--- config.mk ---
export PLATFORM = sky130hd
export DESIGN_NAME = can_irq_merge
export DESIGN_NICKNAME = d
export VERILOG_FILES = /design/src/rtl/can_irq_merge.sv
export SDC_FILE = /design/constraint.sdc
export NUM_CORES = 1
export LEC_CHECK = 0
export BUFFER_PORTS_ARGS = -buffer_cell sky130_fd_sc_hd__buf_2
export CELL_PAD_IN_SITES_DETAIL_PLACEMENT = 0
export CELL_PAD_IN_SITES_GLOBAL_PLACEMENT = 1
export CORE_MARGIN = 5
export CORE_UTILIZATION = 30
export CTS_CLUSTER_SIZE = 25
export DETAILED_ROUTE_END_ITERATION = 6
export PLACE_DENSITY_LB_ADDON = 0.1
export SLEW_MARGIN = 30
export SYNTH_ARGS = -nofsm -noshare
export SYNTH_HDL_FRONTEND = slang
export SYNTH_SLANG_ARGS = --single-unit
--- constraint.sdc ---
create_clock -name clk -period 1.2 [get_ports clk]
set_clock_uncertainty 0.05 [all_clocks]
set_input_delay 0.06 -clock clk [delete_from_list [all_inputs] [get_ports clk]]
set_output_delay 0.06 -clock clk [all_outputs]
set_load 0.005 [all_outputs]
--- src/rtl/can_irq_merge.sv ---
module can_irq_merge #(
  parameter int SYNC_STAGES = 2
) (
  input  logic       clk,
  input  logic       rst_n,
  input  logic       tx_done_i,
  input  logic       tx_buf_ie_i,
  input  logic       rx_done_i,
  input  logic       rx_buf_ie_i,
  input  logic       err_state_i,
  input  logic       proto_err_i,
  input  logic       arb_lost_i,
  input  logic       sleep_mode_i,
  input  logic       rx_pin_i,
  input  logic       reg_wr_i,
  input  logic [1:0] reg_sel_i,
  input  logic [5:0] reg_wdata_i,
  output logic [5:0] status_o,
  output logic [5:0] enable_o,
  output logic       irq_tx_o,
  output logic       irq_rx_o,
  output logic       irq_err_o,
  output logic       irq_wup_o
);
  localparam int NSRC = 6;

  logic [SYNC_STAGES-1:0] rx_sync;
  logic                   rx_prev;
  logic                   rx_s;
  logic                   wake_edge;
  logic [NSRC-1:0]        evt;
  logic [NSRC-1:0]        stat_q, en_q;
  logic [NSRC-1:0]        stat_set, stat_clr, en_set, en_clr;
  logic [NSRC-1:0]        live;

  assign rx_s      = rx_sync[SYNC_STAGES-1];
  assign wake_edge = sleep_mode_i & rx_prev & ~rx_s;

  assign evt = {wake_edge, arb_lost_i, proto_err_i, err_state_i,
                rx_done_i & rx_buf_ie_i, tx_done_i & tx_buf_ie_i};

  assign en_set   = (reg_wr_i && reg_sel_i == 2'd0) ? reg_wdata_i : '0;
  assign en_clr   = (reg_wr_i && reg_sel_i == 2'd1) ? reg_wdata_i : '0;
  assign stat_set = (reg_wr_i && reg_sel_i == 2'd2) ? reg_wdata_i : '0;
  assign stat_clr = (reg_wr_i && reg_sel_i == 2'd3) ? reg_wdata_i : '0;

  assign live = stat_q & en_q;

  always_ff @(posedge clk) begin
    if (!rst_n) begin
      rx_sync <= '1;
      rx_prev <= 1'b1;
    end else begin
      rx_sync <= {rx_sync[SYNC_STAGES-2:0], rx_pin_i};
      rx_prev <= rx_s;
    end
  end

  always_ff @(posedge clk) begin
    if (!rst_n) begin
      stat_q <= '0;
      en_q   <= '0;
    end else begin
      stat_q <= (stat_q & ~stat_clr) | stat_set | evt;
      en_q   <= (en_q | en_set) & ~en_clr;
    end
  end

  always_ff @(posedge clk) begin
    if (!rst_n) begin
      irq_tx_o  <= 1'b0;
      irq_rx_o  <= 1'b0;
      irq_err_o <= 1'b0;
      irq_wup_o <= 1'b0;
    end else begin
      irq_tx_o  <= live[0];
      irq_rx_o  <= live[1];
      irq_err_o <= |live[4:2];
      irq_wup_o <= live[5];
    end
  end

  assign status_o = stat_q;
  assign enable_o = en_q;

  AST_TX_ACCEPT: assert property (@(posedge clk) disable iff (!rst_n)
    tx_done_i && tx_buf_ie_i |=> status_o[0]);
  AST_RX_ACCEPT: assert property (@(posedge clk) disable iff (!rst_n)
    rx_done_i && rx_buf_ie_i |=> status_o[1]);
  AST_STICKY: assert property (@(posedge clk) disable iff (!rst_n)
    !(reg_wr_i && reg_sel_i == 2'd3) |=> (status_o & $past(status_o)) == $past(status_o));
  AST_EVENT_WINS: assert property (@(posedge clk) disable iff (!rst_n)
    proto_err_i && reg_wr_i && reg_sel_i == 2'd3 |=> status_o[3]);
  AST_WAKE_ONLY_ASLEEP: assert property (@(posedge clk) disable iff (!rst_n)
    $rose(status_o[5]) |-> $past(sleep_mode_i) ||
      $past(reg_wr_i && reg_sel_i == 2'd2 && reg_wdata_i[5]));
  AST_ERR_QUIET: assert property (@(posedge clk) disable iff (!rst_n)
    (status_o[4:2] & enable_o[4:2]) == 3'b000 |=> !irq_err_o);
endmodule

==> results.toml <==
[setup_path]
r2r-start = "enable_o[4]"
critical_path_class = "in -> reg"
cp.arrival_ns = 1.19
cp-end-kind = "flip-flop"
critPathLaunchType = "primary input"
crit_start = "reg_sel_i[0]"
critPathRequiredTime_ns = 1.33
crit_fanout = 8

[cts]
cts_root_buffer = "clkbuf_4"
htreeDepth = 1
clock_latency_ns = 0.29
cts_num_sinks = 19
clock_path_buffers = 2
cts_resized = 0
cts_setup_buffers = 0
clk_pin_slew_ns = 0.10
cts_tree = "yes"
cts_made_buffers = 3

[routing]
post-route-drc-count = 0
detail_route.iter0.violations = 24
antenna_left = 0
vias_per_cell = 4.82
met3_length_um = 163
met2_length_um = 829
wl_per_cell_um = 12.5
vias = 708
top_layer_used = "met4"
first_pass_iters = 4
finalWirelength_mm = 1.84
wl_met1_um = 827

[layout]
fin_cells = 147
multi_input_area_um2 = 322
fin_nets = 140
layout_common_cells = "35 x buf_2, 19 x dfxtp_1, 8 x nor2_1, 8 x dlygate4sd3_1, 7 x nand2_1"
antenna_cells = 0
drive_gt1_share_pct = 35.3
regArea_um2 = 380
final_area_mm2 = 0.00103
final_common_cell = "buf_2"
syn2layout_area_growth_pct = 40.7
fillers = 230

[pwr]
p_int_w = 0.000880
pwr-share-comb_pct = 14.5
switching_power_w = 0.000285
ir_drop_v = 0.000515
powerDensity_mw_per_mm2 = 1130
swShare_pct = 24.4
pwr-share-clk_pct = 27.4
leakagePower_nw = 0.510
seq_power_share_pct = 58.1

[floorplanning]
ioPinCount = 36
core_mm2 = 0.00228
die_w_um = 59.3
die_area_mm2 = 0.00352
die_h_um = 59.3
initial_core_util_pct = 32.1
rows = 17

[grt]
grt_pass1_vias = 694
grt_start_max_net_pins = 12
overflow = 0
antenna_found_initial = 0
track_usage_pct = 11.3
grt_pass1_wl_mm = 3.07

[sta]
slew_headroom_pct = 82.5
hold_viol = 0
fmax_mhz = 943
setup_viol = 0
finalCritPeriodShare_pct = 88.4
rsz0062_at_grt = "no"
tightest_slew_ns = 0.263
slew_viol_final = 0
tns_ns = 0
min_period_ns = 1.06

[synthesis]
yosysWarnings = 0
synth.net_count = 95
syn_area_um2 = 729
synth.top_cell.area_share_pct = 52.1
seq_area_frac_synth_pct = 52.1
avgSynthCellArea_um2 = 9.73
ys_top_cells_by_area = "dfxtp_1 52%, mux2i_1 5.5%, nand3_1 4.1%, o311a_1 4.1%, nand3b_1 4.1%"
syn_inst = 75
ys_types = 20
synth_top_cell_by_area = "dfxtp_1"
synth-seq-cells = 19

[run_status]
status = "completed"

[placement]
place_inst = 135
port_buffers = 35
placed_area_um2 = 920
place.gp.congestion = 0.676
hpwl_mm = 1.33

[flow_run]
maxCapViolCount = 0

[min_path]
hold_class = "in -> reg"
worstHoldStart = "rst_n"
-- per-stage QoR --
stage / hold slack (ns) / utilization (%) / setup WS [ns] / total power [W]
floorplan: 0.111 / - / 0.354 / 0.000769
global placement: 0.189 / 40.4 / 0.284 / 0.000840
detailed placement: 0.195 / 40.4 / 0.253 / 0.000842
CTS: 0.00140 / 45.1 / 0.134 / 0.00119
global route: 0.00124 / 45.1 / 0.115 / 0.00124
finish: 0.00492 / 45.1 / 0.139 / 0.00116
-- cell families (layout without fill, tap and decap cells) --
kind of cell	Yosys count	in the layout	share of synthesized area [%]
AOI/OAI and AO/OA	14	14	15.1
DFF	19	19	52.1
and+or+nand+nor	33	33	23.5
muxes	4	4	5.49
buffers and inverters	5	49	3.77
-- worst max-delay path, cell delays in order --
cell and delay, ns:
dlygate4sd3_1 0.52, buf_2 0.16, inv_2 0.10, o311a_1 0.35
-- cells in the mapped netlist, drive strengths merged --
cell,instances
a21bo,1
nand2b,3
dfxtp,19
buf,3
nor2,8
o22a,1
a2bb2oi,2
a21oi,5
nand3b,4
inv,2
o311a,3
and2b,1
a222oi,1
a311oi,1
nand2,7
nand3,7
and3,3
mux2i,4
-- metal layers --
layer	global-route usage (%)	up-vias
met5	0	-
li1	-	356
met1	14.4	322
met4	3.88	0
met3	3.70	2
met2	17.6	28
-- sequential cells by signal, summed over array words and instances, names as in the netlist --
signal     flops
enable_o       6
irq_err_o      1
irq_rx_o       1
irq_tx_o       1
irq_wup_o      1
rx_prev        1
rx_sync        2
status_o       6
-- area by class of cell --
type / count / share of cell area, %
Tap cell: 28 / 3.41
Timing Repair Buffer: 43 / 24.9
Multi-Input combinational cell: 51 / 31.3
Inverter: 2 / 0.732
Sequential cell: 19 / 37.1
Clock buffer: 4 / 2.56
-- power by group through the flow --
| stage | combinational (W) | sequential, W | clock, W |
|---|---|---|---|
| CTS | 0.000173 | 0.000676 | 0.000339 |
| detailed placement | 0.000152 | 0.000691 | 0 |
| finish | 0.000169 | 0.000676 | 0.000319 |
| global route | 0.000191 | 0.000681 | 0.000370 |
| global placement | 0.000150 | 0.000690 | 0 |
| floorplan | 0.0000780 | 0.000691 | 0 |
-- timing repair --
action | in CTS | in global routing
endpoints found under the setup margin | 0 | 0
hold endpoints to repair | 6 | 0
hold buffers | 8 | 0
-- worst paths after layout --
check / slack (ns) / endpoint / cells past startpoint
max: 0.14 / status_o[4] / 4
min: 0.005 / rx_sync[0] / 2
max reg2reg: 0.31 / irq_err_o / 2
min reg2reg: 0.37 / rx_sync[1] / 1
Note: power is estimated with default switching activity, not from simulation.
